--- config.mk ---
export PLATFORM = sky130hd
export DESIGN_NAME = sdram_bank_tracker
export DESIGN_NICKNAME = d
export VERILOG_FILES = /design/src/rtl/sbt_pkg.sv /design/src/rtl/sbt_cmd_decode.sv /design/src/rtl/sbt_bank.sv /design/src/rtl/sbt_row_match.sv /design/src/rtl/sdram_bank_tracker.sv
export SDC_FILE = /design/constraint.sdc
export NUM_CORES = 1
export LEC_CHECK = 0
export BUFFER_PORTS_ARGS = -buffer_cell sky130_fd_sc_hd__buf_2
export CAP_MARGIN = 20
export CORE_ASPECT_RATIO = 0.8
export CORE_MARGIN = 2
export CORE_UTILIZATION = 25
export CTS_CLUSTER_DIAMETER = 100
export DETAILED_ROUTE_END_ITERATION = 7
export GPL_TIMING_DRIVEN = 0
export SLEW_MARGIN = 20
export SYNTH_ARGS = -nofsm -noshare
export SYNTH_HDL_FRONTEND = slang
export SYNTH_SLANG_ARGS = --single-unit
--- constraint.sdc ---
create_clock -name clk -period 4.9 [get_ports clk]
set_clock_uncertainty 0.1 [all_clocks]
set_input_delay 0.98 -clock clk [delete_from_list [all_inputs] [get_ports clk]]
set_output_delay 0.98 -clock clk [all_outputs]
set_load 0.05 [all_outputs]
--- src/rtl/sbt_pkg.sv ---
package sbt_pkg;

  typedef enum logic [2:0] {
    OP_NOP  = 3'd0,
    OP_ACT  = 3'd1,
    OP_RD   = 3'd2,
    OP_WR   = 3'd3,
    OP_RDA  = 3'd4,
    OP_WRA  = 3'd5,
    OP_PRE  = 3'd6,
    OP_PREA = 3'd7
  } sbt_op_e;

  typedef enum logic [1:0] {
    BK_IDLE    = 2'd0,
    BK_OPEN    = 2'd1,
    BK_APWAIT  = 2'd2,
    BK_RECOVER = 2'd3
  } sbt_bank_e;

endpackage

--- src/rtl/sbt_cmd_decode.sv ---
module sbt_cmd_decode
  import sbt_pkg::*;
#(
  parameter int NUM_BANKS = 4,
  localparam int BANK_W = $clog2(NUM_BANKS)
) (
  input  logic [2:0]           op,
  input  logic [BANK_W-1:0]    bank,
  output logic [NUM_BANKS-1:0] act_sel,
  output logic [NUM_BANKS-1:0] rw_sel,
  output logic [NUM_BANKS-1:0] ap_sel,
  output logic [NUM_BANKS-1:0] pre_sel
);

  sbt_op_e opc;
  logic    is_act, is_rw, is_ap, is_pre, is_prea;

  always_comb begin
    opc     = sbt_op_e'(op);
    is_act  = (opc == OP_ACT);
    is_ap   = (opc == OP_RDA) || (opc == OP_WRA);
    is_rw   = (opc == OP_RD) || (opc == OP_WR) || is_ap;
    is_pre  = (opc == OP_PRE);
    is_prea = (opc == OP_PREA);
  end

  for (genvar b = 0; b < NUM_BANKS; b++) begin : g_sel
    logic hit;
    assign hit        = (bank == BANK_W'(b));
    assign act_sel[b] = is_act & hit;
    assign rw_sel[b]  = is_rw & hit;
    assign ap_sel[b]  = is_ap & hit;
    assign pre_sel[b] = is_prea | (is_pre & hit);
  end

endmodule

--- src/rtl/sbt_bank.sv ---
module sbt_bank
  import sbt_pkg::*;
#(
  parameter int ROW_W    = 13,
  parameter int TRP      = 3,
  parameter int AP_DELAY = 4,
  localparam int CNT_MAX = (TRP > AP_DELAY) ? TRP : AP_DELAY,
  localparam int CNT_W   = $clog2(CNT_MAX + 1)
) (
  input  logic             clk,
  input  logic             rst,
  input  logic             act_sel,
  input  logic             ap_sel,
  input  logic             pre_sel,
  input  logic [ROW_W-1:0] row_in,
  output logic             act_legal,
  output logic             rw_legal,
  output logic             nxt_act_ok,
  output logic             nxt_open,
  output logic [ROW_W-1:0] nxt_row
);

  sbt_bank_e        st, st_n;
  logic [CNT_W-1:0] cnt, cnt_n;
  logic [ROW_W-1:0] row_q;
  logic             take_act, take_ap;

  assign act_legal = (st == BK_IDLE) || ((st == BK_RECOVER) && (cnt == '0));
  assign rw_legal  = (st == BK_OPEN);
  assign take_act  = act_sel & act_legal;
  assign take_ap   = ap_sel & rw_legal;

  always_comb begin
    st_n    = st;
    cnt_n   = cnt;
    nxt_row = row_q;
    unique case (st)
      BK_IDLE: begin
        cnt_n = '0;
        if (take_act) begin
          st_n    = BK_OPEN;
          nxt_row = row_in;
        end
      end
      BK_OPEN: begin
        if (take_ap) begin
          st_n  = BK_APWAIT;
          cnt_n = CNT_W'(AP_DELAY - 1);
        end
      end
      BK_APWAIT: begin
        if (cnt == '0) begin
          st_n  = BK_RECOVER;
          cnt_n = CNT_W'(TRP - 1);
        end else begin
          cnt_n = cnt - CNT_W'(1);
        end
      end
      BK_RECOVER: begin
        if (take_act) begin
          st_n    = BK_OPEN;
          nxt_row = row_in;
        end else if (cnt == '0) begin
          st_n = BK_IDLE;
        end else begin
          cnt_n = cnt - CNT_W'(1);
        end
      end
      default: st_n = BK_IDLE;
    endcase
    if (pre_sel) begin
      st_n  = BK_RECOVER;
      cnt_n = CNT_W'(TRP - 1);
    end
  end

  assign nxt_open   = (st_n == BK_OPEN);
  assign nxt_act_ok = (st_n == BK_IDLE) || ((st_n == BK_RECOVER) && (cnt_n == '0));

  always_ff @(posedge clk) begin
    if (rst) begin
      st    <= BK_IDLE;
      cnt   <= '0;
      row_q <= '0;
    end else begin
      st    <= st_n;
      cnt   <= cnt_n;
      row_q <= nxt_row;
    end
  end

endmodule

--- src/rtl/sbt_row_match.sv ---
module sbt_row_match #(
  parameter int NUM_BANKS = 4,
  parameter int ROW_W     = 13,
  localparam int BANK_W = $clog2(NUM_BANKS)
) (
  input  logic                             clk,
  input  logic                             rst,
  input  logic [NUM_BANKS-1:0]             bank_open,
  input  logic [NUM_BANKS-1:0][ROW_W-1:0]  bank_row,
  input  logic [BANK_W-1:0]                look_bank,
  input  logic [ROW_W-1:0]                 look_row,
  output logic                             hit
);

  logic hit_n;

  assign hit_n = bank_open[look_bank] && (bank_row[look_bank] == look_row);

  always_ff @(posedge clk) begin
    if (rst) hit <= 1'b0;
    else     hit <= hit_n;
  end

endmodule

--- src/rtl/sdram_bank_tracker.sv ---
module sdram_bank_tracker
  import sbt_pkg::*;
#(
  parameter int NUM_BANKS = 4,
  parameter int ROW_W     = 13,
  parameter int TRP       = 3,
  parameter int AP_DELAY  = 4,
  localparam int BANK_W = $clog2(NUM_BANKS)
) (
  input  logic                 clk,
  input  logic                 rst,
  input  logic [2:0]           cmd_op,
  input  logic [BANK_W-1:0]    cmd_bank,
  input  logic [ROW_W-1:0]     cmd_row,
  input  logic [BANK_W-1:0]    look_bank,
  input  logic [ROW_W-1:0]     look_row,
  output logic [NUM_BANKS-1:0] act_ok,
  output logic [NUM_BANKS-1:0] rw_ok,
  output logic                 row_hit,
  output logic                 proto_err
);

  logic [NUM_BANKS-1:0]            act_sel, rw_sel, ap_sel, pre_sel;
  logic [NUM_BANKS-1:0]            act_legal, rw_legal;
  logic [NUM_BANKS-1:0]            nxt_act_ok, nxt_open;
  logic [NUM_BANKS-1:0][ROW_W-1:0] nxt_row;
  logic                            err_n;

  sbt_cmd_decode #(.NUM_BANKS(NUM_BANKS)) u_dec (
    .op      (cmd_op),
    .bank    (cmd_bank),
    .act_sel (act_sel),
    .rw_sel  (rw_sel),
    .ap_sel  (ap_sel),
    .pre_sel (pre_sel)
  );

  for (genvar b = 0; b < NUM_BANKS; b++) begin : g_bank
    sbt_bank #(.ROW_W(ROW_W), .TRP(TRP), .AP_DELAY(AP_DELAY)) u_bank (
      .clk        (clk),
      .rst        (rst),
      .act_sel    (act_sel[b]),
      .ap_sel     (ap_sel[b]),
      .pre_sel    (pre_sel[b]),
      .row_in     (cmd_row),
      .act_legal  (act_legal[b]),
      .rw_legal   (rw_legal[b]),
      .nxt_act_ok (nxt_act_ok[b]),
      .nxt_open   (nxt_open[b]),
      .nxt_row    (nxt_row[b])
    );
  end

  sbt_row_match #(.NUM_BANKS(NUM_BANKS), .ROW_W(ROW_W)) u_match (
    .clk       (clk),
    .rst       (rst),
    .bank_open (nxt_open),
    .bank_row  (nxt_row),
    .look_bank (look_bank),
    .look_row  (look_row),
    .hit       (row_hit)
  );

  assign err_n = |(act_sel & ~act_legal) | |(rw_sel & ~rw_legal);

  always_ff @(posedge clk) begin
    if (rst) begin
      act_ok    <= '1;
      rw_ok     <= '0;
      proto_err <= 1'b0;
    end else begin
      act_ok    <= nxt_act_ok;
      rw_ok     <= nxt_open;
      proto_err <= err_n;
    end
  end

endmodule

# --- Word level (Yosys, flattened, before mapping) ---
# Index checks and enable logic that the tools add are counted.
totals:
  register_bits: 82
  output_inout_bits: 10
  romBits: 0
  inputBits: 35
  ram_bits: 0
  latch_bits: 0
  mem_count: 0
  wordCells: 192
op_classes:
  multipliers: 0
  n_addsub: 4
  mux: 64
  n_eq_ne: 31
  shift: 0
  n_bitwise: 33
  reduce_logical: 43
  magnitude_cmp: 1
  n_div: 0
op_table:
  columns: ["op", "n"]
  rows:
  - ["two-way mux 13 bit", 9]
  - ["two-way mux 3 bit", 20]
  - ["two-way mux 2 bit", 24]
  - ["case mux 3 bit (4 select lines)", 4]
  - ["case mux 2 bit (4 select lines)", 4]
  - ["equality test 2 bit, second input constant", 14]
  - ["binary-select mux 13 bit (select 2 bit)", 1]
  - ["bitwise AND 1 bit", 24]
  - ["logical NOT 3 bit", 8]
  - ["equality test 2 x 1 -> 1 bit, second input constant", 9]
  - ["logical NOT 2 bit", 9]
  - ["equality test 13 bit", 1]
  - ["equality test 3 bit, second input constant", 4]
  - ["subtractor 3 x 1 -> 3 bit, second input constant", 4]
  - ["logical OR 1 bit", 11]
  - ["logical AND 1 bit", 9]
  - ["bitwise AND 4 bit", 2]
  - ["inverter 4 bit", 2]
  - ["OR reduction 2 bit", 4]
  - ["OR reduction 4 bit", 2]
  - ["equality test 3 x 2 -> 1 bit, second input constant", 2]
  - ["OR 1 bit", 5]
  - ["equality test 3 x 1 -> 1 bit, second input constant", 1]
  - ["< comparator 2 x 3 -> 1 bit, second input constant", 1]
  - ["other kinds (2)", 2]

# --- Longest topological paths before layout ---
# Gate-level depths: netlist of the first run.
depth:
  ltp_word: 11
  ltp_mapped: 13
  ltp_nobuf: 11

# --- By module ---
# From an unflattened synthesis of the first run, not the netlist that was laid out.
hier_totals:
  cells_unflattened: 557
  area_unflattened_um2: 5360.1
modules_own_cells:
  columns: ["module", "cells_each", "area_per_inst_um2", "instances", "seq_area_each_um2"]
  rows:
  - ["sbt_bank (g_bank[0].u_bank ...)", 117, 1103.6, 2, 360.3]
  - ["sbt_bank (g_bank[2].u_bank)", 114, 1084.8, 1, 360.3]
  - ["sbt_bank (g_bank[3].u_bank)", 108, 1068.5, 1, 360.3]
  - ["sbt_row_match", 45, 546.8, 1, 20.0]
  - ["sdram_bank_tracker", 29, 311.5, 1, 180.2]
  - ["sbt_cmd_decode", 27, 141.4, 1, 0.0]

# --- Worst setup path after synthesis of the first run ---
# No wires, ideal clock.
synth_path:
  path_kind: "input port to flip-flop"
  from: "input port cmd_op[1]"
  to: "register u_match.hit"
  required_time_ns: 4.739
  path_buffers: 2
  stages: 10
  path_slack_ns: 1.659
  arrival_time_ns: 3.080
  setup_time_ns: 0.061
  path_cell_list: "or3b_1 buf_6 a2111oi_4 buf_4 o32ai_1 a222oi_1 o211ai_1 nor4_1 o2111a_1 and4_1"
synth_via:
  elab_chain_cells: 11
  word_cells_on_any_way: 68
  classes_between: "eq/ne: 10; mux: 32; bitwise: 24; reduce/logical: 2"
synth_rtl:
  columns: ["item", "line_no", "rtl"]
  rows:
  - ["start: declaration", "sdram_bank_tracker.sv:12", "input logic [2:0] cmd_op,"]
  - ["equality test 3 bit", "sbt_cmd_decode.sv:21", "is_ap = (opc == OP_RDA) || (opc == OP_WRA);"]
  - ["logical OR 1 bit", "sbt_cmd_decode.sv:21", null]
  - ["bitwise AND 1 bit", "sbt_cmd_decode.sv:32", "assign ap_sel[b] = is_ap & hit;"]
  - ["bitwise AND 1 bit", "sbt_bank.sv:31", "assign take_ap = ap_sel & rw_legal;"]
  - ["two-way mux 2 bit", "sbt_bank.sv:46", "if (take_ap) begin"]
  - ["case mux 2 bit (4 select lines)", "sbt_bank.sv:37", "unique case (st)"]
  - ["two-way mux 2 bit", "sbt_bank.sv:71", "if (pre_sel) begin"]
  - ["equality test 2 x 1 -> 1 bit", "sbt_bank.sv:77", "assign nxt_open = (st_n == BK_OPEN);"]
  - ["binary-select mux 1 bit (select 2 bit)", "sbt_row_match.sv:17", "assign hit_n = bank_open[look_bank] && (bank_row[look_bank] == look_row);"]
  - ["two-way mux 1 bit (not written as such)", "sbt_row_match.sv:17", null]
  - ["logical AND 1 bit (*)", "sbt_row_match.sv:17", null]
  - ["end signal: assignment", "sbt_row_match.sv:21", "else hit <= hit_n;"]
  - ["end: declaration", "sbt_row_match.sv:12", "output logic hit"]
# Mark *: on every way between the ends. The rest lies on a longest branch, timed or not. The select of a mux whose other input is x is not followed.
# A chain may end at the register's enable or synchronous reset.

# --- Worst setup path after layout of the first run ---
layout_path:
  from: "input port cmd_op[0]"
  to: "register u_match.hit"
# The elaborated chain is that of the path after synthesis.

==> reports/metrics.cfg, run 1 <==
[global_routing]
grtUsageMet1 = 0.2305
grt_pass1_wl_microns = 26980
grt_use_met3 = 0.02674
grt_start_max_net_pins = 16
gr-usage-met2 = 0.2197
grt_pass1_vias = 4824
busiest_layer = met1
antenna_found_initial = 0
grt_use_total = 0.1525
gr-total-overflow = 0

[logic_synthesis]
synthAdderAreaFrac = 0.07857
synth_compound_area_frac = 0.2688
synth_nets = 734
synth-edff-count = 0
netlist_instances = 666
mappedNetlistArea_sq_um = 5255
ys_seq_elements = 82
synthSimpleGateAreaFrac = 0.2190
synth-main-ff-cell = dfxtp_1
synthXorXnorAreaFrac = 0.01500
synth-seq-area-share = 0.3124
yosys-mux-area-fraction = 0.04976
synth_top_family_by_area = compound AO/OA/AOI/OAI gates
synthArstFlopShare = 0
syn_avg_cell_area_sq_um = 7.890
ys_warn_count = 0
synth_cell_types = 69

[sta]
max_freq_ghz = 0.2744
setup_viol = 0
rsz0062_at_grt = false
hold_viol = 0
setup_slack_ns = 1.256
tightest_slew_ns = 0.8876
fin_crit_sh = 0.7436
drv_slew = 0
slew_headroom = 0.4083
holdWs_ns = 0.3515
fin_tns_setup_ns = 0
period_minus_slack_ns = 3.644

[finish]
final_cell_mix = nand2_1, dfxtp_1, a21oi_1, nor2_1, buf_2
layout_commonest_cell = nand2_1
area_growth_pct = 16.33
final_nets = 787
fillerInstances = 2235
layout-drive-gt1-share = 0.1022
utilization = 0.2962
diodes = 0

[worst_setup_path]
slowest_stage = o41ai_1
start_kind = input pin
critPathCaptureType = flop
cp_cell_sequence = buf_2, nor3b_4, o211ai_1, or2_0, clkbuf_1, a32oi_1, a21oi_1, o41ai_1, o2111a_1, and4_1
reg2reg_setup_slack_ns = 1.26
critical_path_class = input pin to flop
slowest_delay_ns = 0.56
path_max_fanout = 8
cp.required_ns = 5.09
cp.arrival_ns = 3.83

[job]
drv_cap = 0

[drt]
first_pass_iters = 6
drtAntennaViolNets = 0
wl_per_cell_microns = 17.17
route.detailed.drc = 0
vias_per_cell = 5.287
drt-total-wl_microns = 17050
num_vias = 5250
drt_iter0_drc = 545

[clocking]
clock_sinks = 82
cts_hold_buf = 0
cts_buffers = 9
ctsResizeCount = 0
clock_latency_ns = 0.35
clk_pin_slew_ns = 0.07
cts_max_level = 3
clock_path_buffers = 2
tritoncts = yes
cts_setup_buffers = 0
cts_root_buf = clkbuf_16

[power]
cellPowerDensity_nw_per_um2 = 302.1
ir_drop_v = 0.0001272
p_leak_nw = 2.249

[die]
die_area_sq_um = 22200
die_height_microns = 133.7
rows = 47
die_w_microns = 166.1
ioPinCount = 45
core_region_area_sq_um = 20640
initial_utilization = 0.2546

[place]
io_buffer_count = 42
place_ws_ns = 0.9290
dp_hpwl_microns = 12430
routabilityCongestion = 0.9352

[status]
status = finished, final reports clean

[min_path]
worstHoldPathType = flop to flop

[area by class of cell]
cell class | instances | area (sq um) | area share
Multi-Input combinational cell | 510 | 3317 | 0.5426
Sequential cell | 82 | 1642 | 0.2685
Tap cell | 269 | 336.6 | 0.05506
Clock buffer | 10 | 239.0 | 0.03909
Timing Repair Buffer | 42 | 210.2 | 0.03438
Buffer | 37 | 157.7 | 0.02579
Inverter | 37 | 138.9 | 0.02272
Clock inverter | 6 | 72.57 | 0.01187
[critical path: cells and delay by family]
kind / cells / cell delay [ns]
and+or+nand+nor: 3 / 0.98
AOI/OAI and AO/OA: 5 / 1.58
buffers and inverters: 2 / 0.30
[path summary, 6_finish.rpt]
kind,start,endpoint,cells after the start
max,cmd_op[0],u_match.hit,10
min,g_bank[1].u_bank.row_q[12],g_bank[1].u_bank.row_q[12],2
max reg2reg,g_bank[0].u_bank.st[0],u_match.hit,13
min reg2reg,g_bank[1].u_bank.row_q[12],g_bank[1].u_bank.row_q[12],2
[sequential cells by signal (all words and copies together), names as in the netlist]
name / flops
g_bank.u_bank.cnt: 12
g_bank.u_bank.row_q: 52
u_match.hit: 1
rw_ok: 4
g_bank.u_bank.st: 8
proto_err: 1
act_ok: 4
[logic make-up (layout without fill, tap and decap cells)]
| group | Yosys count | in the layout |
|---|---|---|
| mux | 24 | 24 |
| flops | 82 | 82 |
| xor+xnor | 9 | 9 |
| compound gates | 206 | 206 |
| fa+ha+maj | 33 | 33 |
| simple gates | 238 | 238 |
| buf+inv | 74 | 132 |
[report_power, final]
part	switching, mW	total (mW)	internal, mW
Clock	0.313	0.728	0.415
Combinational	0.276	0.411	0.136
Sequential	0.0156	0.708	0.692
Total	0.604	1.85	1.24
[synthesized netlist by cell type, types with 6 or more instances]
cell type	number	area, sq um
nand2_1	87	326.6
dfxtp_1	82	1642
a21oi_1	69	345.3
nor2_1	60	225.2
inv_1	37	138.9
o21ai_0	35	175.2
ha_1	33	412.9
clkbuf_1	27	101.4
mux2i_1	20	200.2
nand2b_1	13	81.33
or3_1	13	81.33
o211ai_1	12	90.09
nand3_1	11	55.05
nor3_1	10	50.05
o221ai_1	10	87.58
nor3b_1	9	67.56
o32ai_1	9	78.83
nand3b_1	7	52.55
and2_1	6	37.54
nor2b_1	6	37.54
xor2_1	6	52.55
[through the flow]
| stage | power, mW | instance area, sq um | cells |
|---|---|---|---|
| 2_1_floorplan | 0.9992 | 5255 | 666 |
| 3_3_place_gp | 1.122 | 5802 | 977 |
| 3_5_place_dp | 1.126 | 5802 | 977 |
| 4_1_cts | 1.848 | 6113 | 993 |
| 5_1_grt | 1.919 | 6113 | 993 |
| 6_report | 1.847 | 6113 | 993 |
[routing by layer]
| metal | vias to the layer above | routed length (microns) |
|---|---|---|
| li1 | 2520 | - |
| met1 | 2475 | 8368 |
| met2 | 228 | 7099 |
| met3 | 27 | 1310 |
| met4 | 0 | 269 |
| met5 | - | 0 |
(Power assumes the default switching activity.)
==> run 2, diff against run 1 <==
- clock period: 4.9 -> 3.53 ns (I/O delays scaled with it)
==> run 2 against run 1 <==
  * Via count increased by 0.11%
  * Wire length increased by 0.49%
  * Clock-buffer cell count unchanged
  * Register-to-register slack got worse by 1.1 ns
  * Sequential power increased by 39%
  * Highest routed layer unchanged
  * First-iteration DRC count increased by 5.0%
  * Cell area increased by 0.63%
  * Flip-flop and latch count unchanged
  * Core utilization increased by 0.19 points
  * Largest power group unchanged
  * Final cell count increased by 0.20%
==> reports/metrics.cfg, run 2 (synthesized netlist as in run 1, its figures left out) <==
[drt]
drtAntennaViolNets = 0
wl_per_cell_microns = 17.22
vias_per_cell = 5.282
drt_iter0_drc = 572
route.detailed.drc = 0
first_pass_iters = 6
drt-total-wl_microns = 17130
num_vias = 5256

[clocking]
clock_latency_ns = 0.35
clk_pin_slew_ns = 0.07
clock_path_buffers = 2
cts_max_level = 3
cts_buffers = 9
tritoncts = yes
clock_sinks = 82
cts_root_buf = clkbuf_16

[min_path]
worstHoldPathType = flop to flop
whs_path_depth = 2
hp-start = g_bank[1].u_bank.row_q[12]
hold_end = g_bank[1].u_bank.row_q[12]

[worst_setup_path]
cp_cell_sequence = inv_1, ha_1, nor2b_1, a21oi_1, or3_1, clkbuf_1, a311oi_2, nor3b_1, o211ai_1, a22oi_1, and4_1
cp.arrival_ns = 3.60
r2r-end = u_match.hit
r2r-start = g_bank[3].u_bank.cnt[0]
slowest_stage = nor3b_1
ff2ff_path_depth = 11
cp.required_ns = 3.72
path_max_fanout = 6
reg2reg_setup_slack_ns = 0.12
slowest_delay_ns = 0.50
start_kind = flop
critPathCaptureType = flop
critical_path_class = flop to flop

[place]
place_ws_ns = -0.1670
dpl-instance-area_sq_um = 5802
dp_hpwl_microns = 12430
io_buffer_count = 42
routabilityCongestion = 0.9352

[finish]
fillerInstances = 2238
multi_input_area_sq_um = 3333
final_cell_mix = nand2_1, dfxtp_1, a21oi_1, nor2_1, buf_2
layout-drive-gt1-share = 0.1129
largest_register_ffs = 52
register_area_sq_um = 1642
area_growth_pct = 17.07
utilization = 0.2981
regMostFlops = g_bank.u_bank.row_q
layout_commonest_cell = nand2_1
final_nets = 789
reg_top3 = g_bank.u_bank.row_q x52, g_bank.u_bank.cnt x12, g_bank.u_bank.st x8
stdcell_area_sq_um = 6152
diodes = 0

[sta]
setup_slack_ns = 0.1204
max_freq_ghz = 0.2933
slew_headroom = 0.4097
fin_crit_sh = 0.9659
hold_viol = 0
period_minus_slack_ns = 3.410
setup_viol = 0
tightest_slew_ns = 0.8855
fin_tns_setup_ns = 0
drv_slew = 0

[status]
status = finished, final reports clean

[die]
core_region_area_sq_um = 20640
die_area_sq_um = 22200
initial_utilization = 0.2546
die_height_microns = 133.7
rows = 47
die_w_microns = 166.1
ioPinCount = 45

[global_routing]
antenna_found_initial = 0
grt_pass1_vias = 4824
gr-total-overflow = 0
grt_pass1_wl_microns = 26980
grt_use_total = 0.1525
grt_start_max_net_pins = 16

[power]
total_power_mw = 2.566
p_leak_nw = 2.259
ir_drop_v = 0.0001763
cellPowerDensity_nw_per_um2 = 417.1

[job]
drv_cap = 0

[run 2: cell types whose count changed in the layout (fill, tap and decap cells not counted), sizes merged]
| cell | before | now |
|---|---|---|
| clkbuf | 37 | 38 |
| buf | 52 | 53 |
[run 2: critical path, delay by kind of cell, from the launching register on]
family	cells	cell delay (ns)
AND/OR/NAND/NOR	4	1.37
AO/OA/AOI/OAI	4	1.04
flip-flops	1	0.32
buffers and inverters	2	0.29
adder cells (fa/ha/maj)	1	0.21
[run 2: where the power goes]
| group | internal, mW | leakage, nW | switching (mW) | total (mW) |
|---|---|---|---|---|
| clock | 0.576 | 0.150 | 0.433 | 1.01 |
| combinational | 0.191 | 1.44 | 0.384 | 0.575 |
| sequential | 0.961 | 0.665 | 0.0220 | 0.983 |
| total | 1.73 | 2.26 | 0.839 | 2.57 |
[run 2: how the worst max path moves through the flow]
stage	from	to	slack, ns	cells after the start
2_1_floorplan	cmd_op[1]	u_match.hit	0.56	10
3_3_place_gp	cmd_op[1]	u_match.hit	-0.18	11
3_5_place_dp	cmd_op[0]	u_match.hit	-0.17	10
4_1_cts	g_bank[1].u_bank.st[0]	u_match.hit	0.05	11
5_1_grt	g_bank[1].u_bank.st[0]	u_match.hit	-0.001	11
6_report	g_bank[3].u_bank.cnt[0]	u_match.hit	0.12	11
[run 2: final cells by class]
cell class | count | area share
Clock inverter | 6 | 0.01180
Timing Repair Buffer | 45 | 0.03783
Multi-Input combinational cell | 510 | 0.5418
Tap cell | 269 | 0.05471
Inverter | 37 | 0.02257
Clock buffer | 10 | 0.03884
Buffer | 36 | 0.02563
Sequential cell | 82 | 0.2668
[run 2: timing repair]
item,4_1_cts,5_1_grt
buffers inserted,0,3
gates cloned,0,0
pin swaps,0,2
setup endpoints to repair,1,1
hold buffers,0,0
resized for setup,1,5
[run 2: stage by stage]
step	instances	hold WS (ns)
final	995	0.3524
after global routing	995	0.3662
after CTS	993	0.3506
after detailed placement	977	0.3420
after global placement	977	0.3383
after floorplan	666	0.3312
[run 2: layer usage]
layer	vias to the layer above	global-route usage	share of wire
li1	2522	-	-
met1	2506	0.2305	0.50
met5	-	0	0
met2	201	0.2197	0.42
met3	27	0.02674	0.068
met4	0	0.04300	0.017
==> run 3, diff against run 2 <==
- SYNTH_HIERARCHICAL: default -> 1
==> run 3 against run 2 <==
  * Global-route usage shrank 3.4 points
  * Final cell count shrank 9.9%
  * Via count down 20%
  * Clock-buffer cell count shrank 1
  * Die area is 1.9% higher
  * Core utilization grew 0.67 points
  * Non-clock buffer count is 6 lower
  * Critical path type is now input pin to flop
  * Highest routed layer is now met5
==> reports/metrics.cfg, run 3 <==
[power]
cellPowerDensity_nw_per_um2 = 424.7
internal-power_mw = 1.763
p_leak_nw = 2.660
switching_share = 0.3474
comb_power_share = 0.290
p_seq_frac = 0.377
switchingPower_mw = 0.9387
ir_drop_v = 0.0001995
power_frac_clock = 0.333

[clocking]
clock_path_buffers = 2
tritoncts = yes
cts_root_buf = clkbuf_16
cts_max_level = 3
cts_buffers = 9
clock_sinks = 82
cts_hold_buf = 0
clock_latency_ns = 0.34
clk_pin_slew_ns = 0.07

[sta]
setup_slack_ns = 0.02255
setup_viol = 0
max_freq_ghz = 0.2851
slew_headroom = 0.3952
holdWs_ns = 0.4857
hold_viol = 0
tightest_slew_ns = 0.9072
drv_slew = 0
period_minus_slack_ns = 3.507
fin_crit_sh = 0.9936

[global_routing]
antenna_found_initial = 4
grt_pass1_wl_microns = 21200
grt_use_total = 0.1182
grt_start_max_net_pins = 47
grt_pass1_vias = 3966
gr-total-overflow = 0

[logic_synthesis]
synth_most_common_cell = dfxtp_1
synth_nets = 624
netlist_instances = 557
ys_seq_elements = 82
yosys-top-cells-count = dfxtp_1, nor2b_1, mux2_4, nor2_1, inv_1
syn_avg_cell_area_sq_um = 9.623
synth-seq-area-share = 0.3063
yosysTopAreaCell = dfxtp_1
synthTopCellsByArea = dfxtp_1, mux2_4, nor2b_1
mappedNetlistArea_sq_um = 5360
synth-edff-count = 0
synth_top_area_frac = 0.3063
synth_cell_types = 62
synth-main-ff-cell = dfxtp_1
ys_warn_count = 6
synthArstFlopShare = 0

[drt]
drtAntennaViolNets = 0
vias_per_cell = 4.677
wl_per_cell_microns = 14.76
drt_iter0_drc = 263
drt-total-wl_microns = 13220
first_pass_iters = 4
num_vias = 4191
route.detailed.drc = 0

[finish]
final_cell_mix = dfxtp_1, nor2b_1, buf_2, mux2_4, nor2_1
layout_commonest_cell = dfxtp_1
regMostFlops = g_bank.u_bank/row_q
final_cells = 896
largest_register_ffs = 52
layout-drive-gt1-share = 0.2784
reg_top3 = g_bank.u_bank/row_q x52, g_bank.u_bank/cnt x12, g_bank.u_bank/st x8
area_growth_pct = 18.70
utilization = 0.3048
final_nets = 687

[die]
initial_utilization = 0.2568
ioPinCount = 45
die_area_sq_um = 22640
die_w_microns = 167.7
core_region_area_sq_um = 20880
die_height_microns = 135.0
rows = 47

[status]
status = finished, final reports clean

[worst_setup_path]
path_max_fanout = 10
path_delay_family = simple AND/OR/NAND/NOR gates
cp.required_ns = 3.68
slowest_stage = or4_4
critical_path_class = input pin to flop
slowest_delay_ns = 0.52
start_kind = input pin
crit_buf_inv = 2
cp.arrival_ns = 3.66
reg2reg_setup_slack_ns = 0.12
critPathCaptureType = flop
cp_cell_sequence = buf_2, nand3b_1, nor3_4, o21ai_2, or2_4, buf_12, mux2_4, mux4_2, xor2_1, or4_4, a2111oi_4

[min_path]
worstHoldPathType = flop to flop

[place]
io_buffer_count = 43
place_ws_ns = -0.6668
routabilityCongestion = 0.8346
dp_hpwl_microns = 9393
dp_cells = 869

[job]
drv_cap = 0

## run 3: cell count changes after synthesis, moves of 13 or more
cell | before | now
a21oi_1 | 69 | 22
clkbuf_1 | 27 | 8
mux2_4 | 0 | 40
mux2i_1 | 20 | 2
nand2_1 | 87 | 20
nor2_1 | 60 | 38
nor2b_1 | 6 | 73
o21ai_0 | 35 | 17
or3_1 | 13 | 0
## run 3: layer usage
metal / routed length, microns / global-route usage / part of all wire / vias up
li1: - / - / - / 2101
met4: 167 / 0.04106 / 0.013 / 4
met2: 5988 / 0.1782 / 0.45 / 98
met3: 673 / 0.02462 / 0.051 / 19
met1: 6368 / 0.1673 / 0.48 / 1969
met5: 24 / 0 / 0.0018 / -
## run 3: final cells by class
type                            instances  area [sq um]
Inverter                               36         135.1
Fill cell                            2184         14510
Tap cell                              269         336.6
Buffer                                 20         152.6
Multi-Input combinational cell        416          3502
Sequential cell                        82          1643
Clock inverter                          7         57.56
Clock buffer                            9         225.2
Antenna cell                            2         5.005
Timing Repair Buffer                   55         305.3
## run 3: tightest hold or removal path: cells and delay by family, from the launching register on
| kind | cells | cell delay [ns] |
|---|---|---|
| multiplexers | 1 | 0.14 |
| flip-flops | 1 | 0.31 |
| AND/OR/NAND/NOR | 1 | 0.11 |
## run 3: path summary, 6_finish.rpt
| check | from | end | cells after the start |
|---|---|---|---|
| setup / recovery | cmd_op[1] | u_match/hit | 11 |
| hold reg to reg | g_bank[1].u_bank/row_q[3] | g_bank[1].u_bank/row_q[3] | 2 |
| hold / removal | g_bank[1].u_bank/row_q[3] | g_bank[1].u_bank/row_q[3] | 2 |
| setup reg to reg | g_bank[3].u_bank/st[0] | u_match/hit | 12 |
## run 3: what timing repair did
item                       CTS  global route
setup buffers                2            10
resized for setup           11            10
pin swaps                    3             3
setup endpoints to repair    1             1
hold endpoints to repair     0             0
## run 3: cell families (layout without fill, tap and decap cells)
kind of cell | Yosys count | in the layout | share of synthesized area
xor+xnor | 18 | 18 | 0.02941
other cells | 0 | 2 | 0
fa+ha+maj | 32 | 32 | 0.07470
compound gates | 109 | 109 | 0.1443
simple gates | 192 | 192 | 0.2078
mux | 65 | 65 | 0.1872
flops | 82 | 82 | 0.3063
buf+inv | 59 | 127 | 0.05042
## run 3: per-stage QoR
stage | area, sq um | power, mW | TNS [ns]
2_1_floorplan | 5369 | 1.593 | -0.2067
3_3_place_gp | 5921 | 1.805 | -0.6854
3_5_place_dp | 5921 | 1.800 | -0.6668
4_1_cts | 6257 | 2.726 | 0
5_1_grt | 6360 | 2.870 | -0.03408
6_report | 6362 | 2.702 | 0
## run 3: power groups by stage
| stage | Clock, mW | Combinational [mW] | Sequential [mW] |
|---|---|---|---|
| finish | 0.901 | 0.783 | 1.02 |
| CTS | 0.934 | 0.773 | 1.02 |
| global placement | 0 | 0.764 | 1.04 |
| detailed placement | 0 | 0.762 | 1.04 |
| global route | 0.970 | 0.873 | 1.03 |
| floorplan | 0 | 0.475 | 1.12 |
